**src/rtl/mrs_pkg.sv**
```systemverilog
package mrs_pkg;

    typedef enum logic [2:0] {
        ST_IDLE = 3'd0,
        ST_T1   = 3'd1,
        ST_T2   = 3'd2,
        ST_T3   = 3'd3,
        ST_TW   = 3'd4,
        ST_T4   = 3'd5
    } bus_state_e;

    typedef struct packed {
        logic busy;
        logic oe;
        logic strobe;
        logic rd_n;
        logic tx;
        logic en;
    } bus_ctl_t;

    function automatic bus_ctl_t ctl_for(bus_state_e s);
        bus_ctl_t c;
        c = '{busy: 1'b0, oe: 1'b0, strobe: 1'b0, rd_n: 1'b1, tx: 1'b1, en: 1'b0};
        case (s)
            ST_T1: begin
                c.busy   = 1'b1;
                c.oe     = 1'b1;
                c.strobe = 1'b1;
            end
            ST_T2, ST_T3, ST_TW, ST_T4: begin
                c.busy = 1'b1;
                c.rd_n = 1'b0;
                c.tx   = 1'b0;
                c.en   = 1'b1;
            end
            default: ;
        endcase
        return c;
    endfunction

    function automatic logic is_sample_state(bus_state_e s);
        return (s == ST_T3) || (s == ST_TW);
    endfunction

endpackage

```
**src/rtl/mrs_fsm.sv**
```systemverilog
module mrs_fsm
    import mrs_pkg::*;
(
    input  logic       clk,
    input  logic       rst,
    input  logic       req_valid,
    input  logic       bus_rdy,
    output bus_state_e state
);
    bus_state_e nxt;

    always_comb begin
        nxt = state;
        case (state)
            ST_IDLE: if (req_valid) nxt = ST_T1;
            ST_T1:   nxt = ST_T2;
            ST_T2:   nxt = ST_T3;
            ST_T3,
            ST_TW:   nxt = bus_rdy ? ST_T4 : ST_TW;
            ST_T4:   nxt = ST_IDLE;
            default: nxt = ST_IDLE;
        endcase
    end

    always_ff @(posedge clk) begin
        if (rst) state <= ST_IDLE;
        else     state <= nxt;
    end


    accept_chk: assert property (@(posedge clk) disable iff (rst)
        (state == ST_IDLE && req_valid) |=> (state == ST_T1));


    wait_step_chk: assert property (@(posedge clk) disable iff (rst)
        (is_sample_state(state) && !bus_rdy) |=> (state == ST_TW));
endmodule

```
**src/rtl/mrs_addr_drv.sv**
```systemverilog
module mrs_addr_drv
    import mrs_pkg::*;
#(
    parameter int ADDR_W = 20,
    parameter int DATA_W = 16,
    localparam int HI_W  = ADDR_W - DATA_W
) (
    input  logic              clk,
    input  logic              rst,
    input  bus_state_e        state,
    input  logic              req_valid,
    input  logic [ADDR_W-1:0] req_addr,
    output logic [DATA_W-1:0] mux_out,
    output logic [HI_W-1:0]   addr_hi
);
    logic [ADDR_W-1:0] addr_q;

    always_ff @(posedge clk) begin
        if (rst)
            addr_q <= '0;
        else if (state == ST_IDLE && req_valid)
            addr_q <= req_addr;
    end

    always_comb begin
        mux_out = '0;
        addr_hi = '0;
        if (state == ST_T1) begin
            mux_out = addr_q[DATA_W-1:0];
            addr_hi = addr_q[ADDR_W-1:DATA_W];
        end
    end
endmodule

```
**src/rtl/mrs_capture.sv**
```systemverilog
module mrs_capture
    import mrs_pkg::*;
#(
    parameter int DATA_W = 16
) (
    input  logic              clk,
    input  logic              rst,
    input  bus_state_e        state,
    input  logic [DATA_W-1:0] mux_in,
    output logic [DATA_W-1:0] rd_data,
    output logic              done
);
    always_ff @(posedge clk) begin
        if (rst) begin
            rd_data <= '0;
            done    <= 1'b0;
        end else begin
            done <= (state == ST_T4);
            if (state == ST_T4)
                rd_data <= mux_in;
        end
    end


    done_pulse_chk: assert property (@(posedge clk) disable iff (rst)
        done |=> !done);


    data_hold_chk: assert property (@(posedge clk) disable iff (rst)
        (!done && $past(!done)) |-> $stable(rd_data));
endmodule

```
**src/rtl/mux_rd_seq.sv**
```systemverilog
module mux_rd_seq
    import mrs_pkg::*;
#(
    parameter int ADDR_W = 20,
    parameter int DATA_W = 16,
    localparam int HI_W  = ADDR_W - DATA_W
) (
    input  logic              clk,
    input  logic              rst,
    input  logic              req_valid,
    input  logic [ADDR_W-1:0] req_addr,
    output logic              busy,
    output logic              done,
    output logic [DATA_W-1:0] rd_data,
    output logic [DATA_W-1:0] mux_out,
    output logic              mux_oe,
    input  logic [DATA_W-1:0] mux_in,
    output logic [HI_W-1:0]   addr_hi,
    output logic              alatch,
    output logic              rstrb_n,
    output logic              xcvr_tx,
    output logic              xcvr_en,
    input  logic              bus_rdy
);
    bus_state_e state;
    bus_ctl_t   ctl;

    mrs_fsm u_fsm (
        .clk       (clk),
        .rst       (rst),
        .req_valid (req_valid),
        .bus_rdy   (bus_rdy),
        .state     (state)
    );

    mrs_addr_drv #(.ADDR_W(ADDR_W), .DATA_W(DATA_W)) u_addr (
        .clk       (clk),
        .rst       (rst),
        .state     (state),
        .req_valid (req_valid),
        .req_addr  (req_addr),
        .mux_out   (mux_out),
        .addr_hi   (addr_hi)
    );

    mrs_capture #(.DATA_W(DATA_W)) u_cap (
        .clk     (clk),
        .rst     (rst),
        .state   (state),
        .mux_in  (mux_in),
        .rd_data (rd_data),
        .done    (done)
    );

    assign ctl     = ctl_for(state);
    assign busy    = ctl.busy;
    assign mux_oe  = ctl.oe;
    assign alatch  = ctl.strobe;
    assign rstrb_n = ctl.rd_n;
    assign xcvr_tx = ctl.tx;
    assign xcvr_en = ctl.en;


    strobe_drive_chk: assert property (@(posedge clk) disable iff (rst)
        alatch |-> mux_oe);


    strobe_single_chk: assert property (@(posedge clk) disable iff (rst)
        alatch |=> !alatch);


    no_contention_chk: assert property (@(posedge clk) disable iff (rst)
        !rstrb_n |-> (!mux_oe && xcvr_en && !xcvr_tx));


    strobe_order_chk: assert property (@(posedge clk) disable iff (rst)
        $fell(rstrb_n) |-> $past(alatch));


    wait_hold_chk: assert property (@(posedge clk) disable iff (rst)
        (!rstrb_n && !bus_rdy && $past(!rstrb_n)) |=> (!rstrb_n && xcvr_en));


    no_back_to_back_chk: assert property (@(posedge clk) disable iff (rst)
        busy |=> !alatch);


    release_chk: assert property (@(posedge clk) disable iff (rst)
        done |-> (rstrb_n && !xcvr_en && xcvr_tx && !busy));
endmodule

```
**config.mk**
```make
export PLATFORM = sky130hd
export DESIGN_NAME = mux_rd_seq
export DESIGN_NICKNAME = d
export VERILOG_FILES = /design/src/rtl/mrs_pkg.sv /design/src/rtl/mrs_fsm.sv /design/src/rtl/mrs_addr_drv.sv /design/src/rtl/mrs_capture.sv /design/src/rtl/mux_rd_seq.sv
export SDC_FILE = /design/constraint.sdc
export NUM_CORES = 1
export LEC_CHECK = 0
export BUFFER_PORTS_ARGS = -buffer_cell sky130_fd_sc_hd__buf_2
export CAP_MARGIN = 20
export CORE_AREA = 4 4 64 66
export DETAILED_ROUTE_END_ITERATION = 8
export DIE_AREA = 0 0 68 70
export GPL_TIMING_DRIVEN = 1
export PLACE_DENSITY_LB_ADDON = 0.12
export SLEW_MARGIN = 20
export SYNTH_ARGS = -nofsm -noshare
export SYNTH_HDL_FRONTEND = slang
export SYNTH_SLANG_ARGS = --single-unit
```
**constraint.sdc**
```tcl
create_clock -name clk -period 3.7 [get_ports clk]
set_input_delay 0.555 -clock clk [delete_from_list [all_inputs] [get_ports clk]]
set_output_delay 0.555 -clock clk [all_outputs]
set_load 0.05 [all_outputs]
```
==> results_dict.tcl, run 1 <==
set metrics [dict create \
    hp-class "in -> reg" \
    clock_sinks 40 \
    ctsHtreeMaxLevel 2 \
    final_cell_area_mm2 0.00209 \
    maxSlewHeadroom_pct 35.2 \
    setup_slack_ns 1.13 \
    setup_tns_ns 0 \
    grt_first_pass_wirelength_mm 5.95 \
    avgSynthCellArea_um2 7.82 \
    core_area_mm2 0.00358 \
    drive_gt1_share_pct 32.3 \
    die_w_um 68 \
    worst_ep_required_time_ns 3.14 \
    root_buffer "clkbuf_4" \
    regToRegStartpoint "u_fsm.state[2]" \
    yosysUniqueCellTypes 22 \
    dpl_cell_area_mm2 0.00201 \
    setup_violations 0 \
    final_nets 322 \
    skew_ns 0.00561 \
    ioPinCount 83 \
    final_max_slew_viol_count 0 \
    syn_to_final_growth_pct 27.1 \
    rsz0062_at_grt "no" \
    yosysTopAreaCell "dfxtp_1" \
    insertedDiodeCount 0 \
    cp-startpoint "u_fsm.state[0]" \
    die_h_um 70 \
    netlist_area_mm2 0.00164 \
    grt_pass1_vias 1342 \
    yosysTopAreaCellShare_pct 48.8 \
    synthesis.nets 251 \
    vias 1568 \
    drc 0 \
    antenna_found_initial 0 \
    synthTopCellsByArea "dfxtp_1 (49%), nand2_1 (17%), a21oi_1 (12%)" \
    clockBufferDepth 2 \
    clock_latency_ns 0.34 \
    track_usage_pct 16.1 \
    multi_input_area_um2 727 \
    critPathCaptureType "primary output" \
    met3_usage_pct 7.07 \
    grtUsageMet1_pct 20.8 \
    hold_violations 0 \
    grt-ovfl-total 0 \
    worstMarginPinSlew_ns 0.968 \
    p_leak_nw 0.972 \
    ant_nets 0 \
    dp_slack_ns 1.46 \
    critical_path.max_fanout 22 \
    cp-start-kind "flop" \
    ys_warn_count 0 \
    cts_hold_buf 0 \
    synth_cells 210 \
    vias_per_cell 4.75 \
    fin_crit_ns 2.57 \
    min_from "mux_in[4]" \
    r2r_setup_slack_ns 1.99 \
    ys_seq_area_share_pct 48.8 \
    port_buffers 82 \
    gp_congestion 0.784 \
    post_cts_resized 0 \
    nFillCells 366 \
    cts_buffers 5 \
    path_class "reg -> out" \
    fin_crit_sh_pct 69.6 \
    status "finished clean" \
    placed_cells 322 \
    fmax_mhz 389 \
    grt_max_degree 41 \
    initial_core_util_pct 45.9 \
    grt_use_met2_pct 23.8 \
    dieArea_mm2 0.00476 \
    final_cells 330 \
    first_iter_violations 116 \
    power.density_mw_per_mm2 667 \
    postCtsSetupBuffers 0 \
    synth-seq-cells 40 \
    drt_wl_total_mm 3.67 \
    peakVddDrop_v 0.000658 \
    grt.busiest_layer "met2" \
    arrival_ns 2.02 \
    cts_tree "done" \
    wl_per_cell_um 11.1 \
    dr.pass1.iters 4 \
    area.sequential_um2 801 \
    std_cell_rows 22 \
    clk_pin_slew_ns 0.11 \
    dp_hpwl_mm 2.59 \
    maxCapViolations 0 \
]
==> stage by stage <==
step                hold slack [ns]  utilization, %  total power (W)
floorplan                     0.432               -          0.00106
global placement              0.439            56.2          0.00112
detailed placement            0.442            56.2          0.00113
CTS                           0.417            58.3          0.00141
global route                  0.397            58.3          0.00148
finish                        0.433            58.3          0.00139
==> synthesized netlist by cell type <==
master and instances:
inv_1 3, nand3b_1 1, nand2_1 73, nor4_1 1, nor2_1 3, and3b_1 1
or4b_4 1, and2_1 20, nor3_1 2, nor4b_2 1, clkbuf_1 6, buf_6 3
a311oi_1 1, o21ai_0 1, xnor2_1 1, and3_1 1, nand3_1 3, a21oi_1 38
ha_1 1, buf_2 5, dfxtp_1 40, buf_4 4
==> cells in the final DEF, fill, tap and decap left out, drive strengths merged <==
master	count
o21ai	1
and3b	1
nor2	3
buf	82
inv	3
nand3b	1
clkinv	1
nand2	73
dfxtp	40
nor4	1
clkbuf	6
and3	1
nor4b	1
a311oi	1
ha	1
or4b	1
nor3	2
nand3	3
xnor2	1
bufinv	1
and2	20
a21oi	38
==> critical path, cell delays in order, from the launching register on <==
cell and delay, ns:
dfxtp_1 0.58, and3_1 0.61, and2_1 0.23, buf_2 0.26
==> sequential cells by signal, summed over array words and instances (netlist names) <==
signal         cells
u_addr.addr_q     20
u_cap.done         1
u_cap.rd_data     16
u_fsm.state        3
==> logic make-up (layout without fill, tap and decap cells) <==
logic type | count (synthesis) | after routing | synth area share (%)
AO/OA/AOI/OAI | 40 | 40 | 12.4
XOR/XNOR | 1 | 1 | 0.534
adder cells (fa/ha/maj) | 1 | 1 | 0.762
buffers and inverters | 21 | 93 | 7.47
flip-flops | 40 | 40 | 48.8
AND/OR/NAND/NOR | 107 | 107 | 30.0
==> power by group <==
group,internal (W),switching [W],total [W],leakage (nW)
Combinational,0.000151,0.000416,0.000567,0.604
Clock,0.000142,0.000136,0.000277,0.0422
Sequential,0.000489,0.0000589,0.000548,0.326
==> area by class of cell <==
| type | count | share of cell area, % |
|---|---|---|
| repair buffers | 82 | 19.7 |
| inverters | 3 | 0.540 |
| clock buffers | 6 | 1.98 |
| flip-flops and latches | 40 | 38.4 |
| clock inverters | 2 | 1.68 |
| well taps | 48 | 2.88 |
| multi-input cells | 149 | 34.9 |
==> layer usage <==
| metal | wire, µm | vias to the layer above | share of wire [%] |
|---|---|---|---|
| li1 | - | 814 | - |
| met1 | 1610 | 694 | 44 |
| met2 | 1680 | 54 | 46 |
| met3 | 324 | 6 | 8.8 |
| met4 | 53 | 0 | 1.4 |
| met5 | 0 | - | 0 |
==> path summary, 6_finish.rpt <==
kind                                    endpoint  cells past startpoint
worst max-delay path                  addr_hi[1]                      3
worst min-delay path            u_cap.rd_data[4]                      3
worst max register to register  u_addr.addr_q[7]                      3
worst min register to register  u_addr.addr_q[9]                      2
Power figures use the tool's default switching activity.
==> run 2: changes to the inputs <==
Settings changed: CORE_AREA 4 4 64 66 to 4 4 66 68, DIE_AREA 0 0 68 70 to 0 0 70 72.
Clock period 3.7 ns to 2.62 ns, I/O delays scaled along.
==> results_dict.tcl, run 2 (synthesized netlist as in run 1, its figures left out) <==
set metrics [dict create \
    regMostFlops "u_addr.addr_q" \
    hold_violations 0 \
    switchingPower_w 0.000872 \
    postCtsSetupBuffers 0 \
    largest_register_ffs 20 \
    vias 1513 \
    internal_power_w 0.00129 \
    maxSlewHeadroom_pct 51.1 \
    worst_ep_required_time_ns 2.23 \
    syn_to_final_growth_pct 30.9 \
    power.density_mw_per_mm2 1000 \
    critPathCaptureType "primary output" \
    holdWs_ns 0.333 \
    largestRegisters "u_addr.addr_q: 20 flops, u_cap.rd_data: 16 flops, u_fsm.state: 3 flops" \
    initial_core_util_pct 42.6 \
    regToRegStartpoint "u_fsm.state[0]" \
    reg2reg_to "u_cap.rd_data[15]" \
    clock_sinks 40 \
    grt_max_degree 41 \
    dpl_cell_area_mm2 0.00202 \
    dr.pass1.iters 4 \
    dp_slack_ns 0.579 \
    area.sequential_um2 801 \
    cts_buffers 5 \
    multi_input_area_um2 727 \
    p_sw_share_pct 40.4 \
    track_usage_pct 16.0 \
    report.power.total_w 0.00216 \
    grt_first_pass_wirelength_mm 6.49 \
    drc 0 \
    worstMarginPinSlew_ns 0.733 \
    clkPwrFrac_pct 26.7 \
    p_leak_nw 0.999 \
    grt-ovfl-total 0 \
    sequentialPowerShare_pct 35.9 \
    clk_pin_slew_ns 0.08 \
    post_cts_resized 0 \
    wl_per_cell_um 11.4 \
    drive_gt1_share_pct 32.6 \
    maxCapViolations 0 \
    core_area_mm2 0.00386 \
    setup_violations 0 \
    cts_hold_buf 0 \
    antenna_found_initial 0 \
    skew_ns 0.00683 \
    peakVddDrop_v 0.000800 \
    path_class "reg -> out" \
    first_iter_violations 54 \
    dieArea_mm2 0.00504 \
    dp_hpwl_mm 2.67 \
    reg2regPathDepth 3 \
    vias_per_cell 4.56 \
    r2r_setup_slack_ns 1.02 \
    ctsHtreeMaxLevel 2 \
    ioPinCount 83 \
    fin_crit_ns 2.32 \
    min_to "u_cap.rd_data[0]" \
    final_nets 323 \
    p_comb_share_pct 37.4 \
    status "finished clean" \
    nFillCells 400 \
    final_common_cell "buf_2" \
    arrival_ns 1.92 \
    critical_path.max_fanout 22 \
    die_h_um 72 \
    fin_crit_sh_pct 88.5 \
    setup_tns_ns 0 \
    most-common-layout-cells "buf_2 (82), nand2_1 (73), dfxtp_1 (40), a21oi_1 (38), and2_1 (20)" \
    setup_slack_ns 0.302 \
    cts_tree "done" \
    min_from "mux_in[0]" \
    clock_latency_ns 0.29 \
    clockBufferDepth 2 \
    whs_path_depth 3 \
    drt_wl_total_mm 3.78 \
    die_w_um 70 \
    gp_congestion 0.790 \
    final_max_slew_viol_count 0 \
    hp-class "in -> reg" \
    insertedDiodeCount 0 \
    rsz0062_at_grt "no" \
    std_cell_rows 23 \
    ant_nets 0 \
    grt_pass1_vias 1436 \
    port_buffers 82 \
    fmax_mhz 431 \
    cp-start-kind "flop" \
    root_buffer "clkbuf_8" \
    final_cell_area_mm2 0.00215 \
]
==> run 2: changes by cell type in the layout (fill, tap and decap cells not counted) <==
cell | previous run | this run
clkinv_2 | 1 | 0
buf_4 | 0 | 1
clkbuf_8 | 0 | 5
clkbuf_4 | 5 | 0
clkbuf_1 | 1 | 0
bufinv_16 | 1 | 2
==> run 2: worst max-delay path by stage <==
stage / from / endpoint / cells past startpoint
after global routing: u_fsm.state[0] / addr_hi[1] / 3
after detailed placement: u_fsm.state[0] / addr_hi[1] / 3
after CTS: u_fsm.state[0] / addr_hi[1] / 3
final: u_fsm.state[0] / addr_hi[1] / 3
after global placement: u_fsm.state[0] / addr_hi[1] / 3
after floorplan: u_fsm.state[2] / xcvr_tx / 5
==> run 2: power groups by stage <==
stage,logic (W),registers (W),clock network [W]
3_5_place_dp,0.000818,0.000789,0
3_3_place_gp,0.000818,0.000786,0
4_1_cts,0.000820,0.000776,0.000592
5_1_grt,0.000882,0.000793,0.000616
6_report,0.000807,0.000776,0.000576
2_1_floorplan,0.000739,0.000751,0
==> run 2: final cells by class <==
type	count	share of cell area [%]
Clock buffer	5	3.20
Clock inverter	2	2.80
Inverter	3	0.524
Multi-Input combinational cell	149	33.8
Sequential cell	40	37.3
Tap cell	50	2.91
Timing Repair Buffer	83	19.5
==> run 2: metal layers <==
layer | GRT usage [%] | up-vias | wire, µm
met4 | 7.02 | 0 | 39
met1 | 19.1 | 651 | 1690
met3 | 5.82 | 4 | 319
li1 | - | 811 | -
met2 | 26.1 | 47 | 1730
met5 | 0 | - | 0
==> run 2: critical path, cell delays in order (launching register included) <==
cell and delay (ns):
dfxtp_1 0.57, and3_1 0.59, and2_1 0.22, buf_2 0.26
==> run 2: metrics by stage <==
step           std cells  utilization, %
6_report             332            55.7
5_1_grt              332            55.7
4_1_cts              332            55.7
3_5_place_dp         325            52.4
3_3_place_gp         325            52.4
2_1_floorplan        210               -
==> run 3: changes to the inputs <==
--- a/config.mk
+++ b/config.mk
@@ -13,4 +13,5 @@
 export GPL_TIMING_DRIVEN = 1
 export PLACE_DENSITY_LB_ADDON = 0.12
+export REMOVE_ABC_BUFFERS = 1
 export SLEW_MARGIN = 20
 export SYNTH_ARGS = -nofsm -noshare
==> constraint.sdc (replaced) <==
create_clock -name clk -period 2.62 [get_ports clk]
set_input_delay 0.524 -clock clk [delete_from_list [all_inputs] [get_ports clk]]
set_output_delay 0.524 -clock clk [all_outputs]
set_load 0.05 [all_outputs]
==> results_dict.tcl, run 3 (synthesized netlist as in run 1, its figures left out) <==
set metrics [dict create \
    root_buffer "clkbuf_8" \
    min_from "u_cap.rd_data[13]" \
    fin_crit_ns 2.29 \
    sequentialPowerShare_pct 39.6 \
    grt_pass1_vias 1419 \
    p_sw_share_pct 44.1 \
    final_nets 323 \
    reg2regPathDepth 3 \
    post_cts_resized 0 \
    clock_latency_ns 0.29 \
    status "finished clean" \
    power.density_mw_per_mm2 933 \
    internal_power_w 0.00109 \
    cts_hold_buf 0 \
    setup_tns_ns 0 \
    antenna_found_initial 0 \
    critical_path.max_fanout 22 \
    grt-ovfl-total 0 \
    dp_hpwl_mm 2.58 \
    vias_per_cell 4.64 \
    postCtsSetupBuffers 0 \
    cp-start-kind "flop" \
    maxCapViolations 0 \
    grt_max_degree 41 \
    rsz0062_at_grt "no" \
    drc 0 \
    final_util_pct 54.4 \
    ctsHtreeMaxLevel 2 \
    setup_slack_ns 0.333 \
    track_usage_pct 15.2 \
    largestRegisters "u_addr.addr_q: 20 flops, u_cap.rd_data: 16 flops, u_fsm.state: 3 flops" \
    vias 1540 \
    core_area_mm2 0.00386 \
    switchingPower_w 0.000863 \
    skew_ns 0.00491 \
    maxSlewHeadroom_pct 51.5 \
    ant_nets 0 \
    hp-class "reg -> reg" \
    std_cell_rows 23 \
    fin_crit_sh_pct 87.3 \
    final_common_cell "buf_2" \
    whs_path_depth 2 \
    die_w_um 70 \
    first_iter_violations 86 \
    setup_violations 0 \
    clk_pin_slew_ns 0.07 \
    fmax_mhz 437 \
    regToRegStartpoint "u_fsm.state[2]" \
    clkPwrFrac_pct 19.4 \
    gp_congestion 0.733 \
    path_class "reg -> out" \
    critPathCaptureType "primary output" \
    p_comb_share_pct 41.1 \
    peakVddDrop_v 0.000456 \
    dp_slack_ns 0.478 \
    initial_core_util_pct 42.6 \
    cts_tree "done" \
    dieArea_mm2 0.00504 \
    report.power.total_w 0.00196 \
    cp-startpoint "u_fsm.state[1]" \
    final_max_slew_viol_count 0 \
    reg2reg_to "u_cap.rd_data[3]" \
    p_leak_nw 0.976 \
    die_h_um 72 \
    syn_to_final_growth_pct 27.8 \
    port_buffers 82 \
    drt_wl_total_mm 3.69 \
    final_cell_area_mm2 0.00210 \
    ioPinCount 83 \
    insertedDiodeCount 0 \
    dpl_cell_area_mm2 0.00202 \
    regMostFlops "u_addr.addr_q" \
    dr.pass1.iters 3 \
    most-common-layout-cells "buf_2 (82), nand2_1 (73), dfxtp_1 (40), a21oi_1 (38), and2_1 (20)" \
    cts_buffers 5 \
    hold_violations 0 \
    wl_per_cell_um 11.1 \
    worstMarginPinSlew_ns 0.728 \
    worst_ep_required_time_ns 2.10 \
    largest_register_ffs 20 \
    min_to "u_cap.rd_data[13]" \
    grt_first_pass_wirelength_mm 6.22 \
    clockBufferDepth 2 \
    drive_gt1_share_pct 32.6 \
    arrival_ns 1.76 \
    r2r_setup_slack_ns 1.08 \
    clock_sinks 40 \
]
[run 3: cell count changes in the layout (fill, tap and decap cells not counted)]
cell / delta
clkinv_2: +1
clkbuf_1: +1
and3_1: -1
bufinv_16: -2
and3_2: +1
[run 3: layout make-up]
cell class / instances / area [µm²]
Clock inverter: 1 / 5.00
Fill cell: 417 / 1760
Multi-Input combinational cell: 149 / 728
Timing Repair Buffer: 83 / 418
Sequential cell: 40 / 801
Clock buffer: 6 / 72.6
Tap cell: 50 / 62.6
Inverter: 3 / 11.3
[run 3: per-layer routing]
| metal | track usage (%) | vias to the layer above | routed length, µm |
|---|---|---|---|
| met4 | 5.74 | 0 | 57 |
| met5 | 0 | - | 0 |
| li1 | - | 813 | - |
| met1 | 18.3 | 665 | 1700 |
| met3 | 6.23 | 6 | 315 |
| met2 | 24.4 | 56 | 1610 |
[run 3: power groups by stage]
stage / logic, W / registers [W] / clock network [W]
2_1_floorplan: 0.000596 / 0.000782 / 0
3_3_place_gp: 0.000810 / 0.000786 / 0
3_5_place_dp: 0.000817 / 0.000788 / 0
4_1_cts: 0.000818 / 0.000774 / 0.000395
5_1_grt: 0.000884 / 0.000789 / 0.000415
6_report: 0.000803 / 0.000774 / 0.000379
[run 3: through the flow]
step | hold WS, ns | cells
after global placement | 0.438 | 325
after floorplan | 0.426 | 192
final | 0.451 | 332
after global routing | 0.464 | 332
after detailed placement | 0.443 | 325
after CTS | 0.454 | 332
[run 3: worst max-delay path, cell delays in order, from the launching register on]
cell     delay, ns
dfxtp_1       0.60
inv_1         0.11
and3_2        0.34
and2_1        0.21
buf_2         0.21
[run 3: how the worst max path moves through the flow]
stage | to | slack, ns | cells after the start
after floorplan | addr_hi[0] | 0.01 | 2
after global placement | mux_out[2] | 0.53 | 4
after detailed placement | mux_out[9] | 0.48 | 3
after CTS | mux_out[9] | 0.16 | 3
after global routing | mux_out[11] | 0.19 | 4
final | mux_out[9] | 0.33 | 4
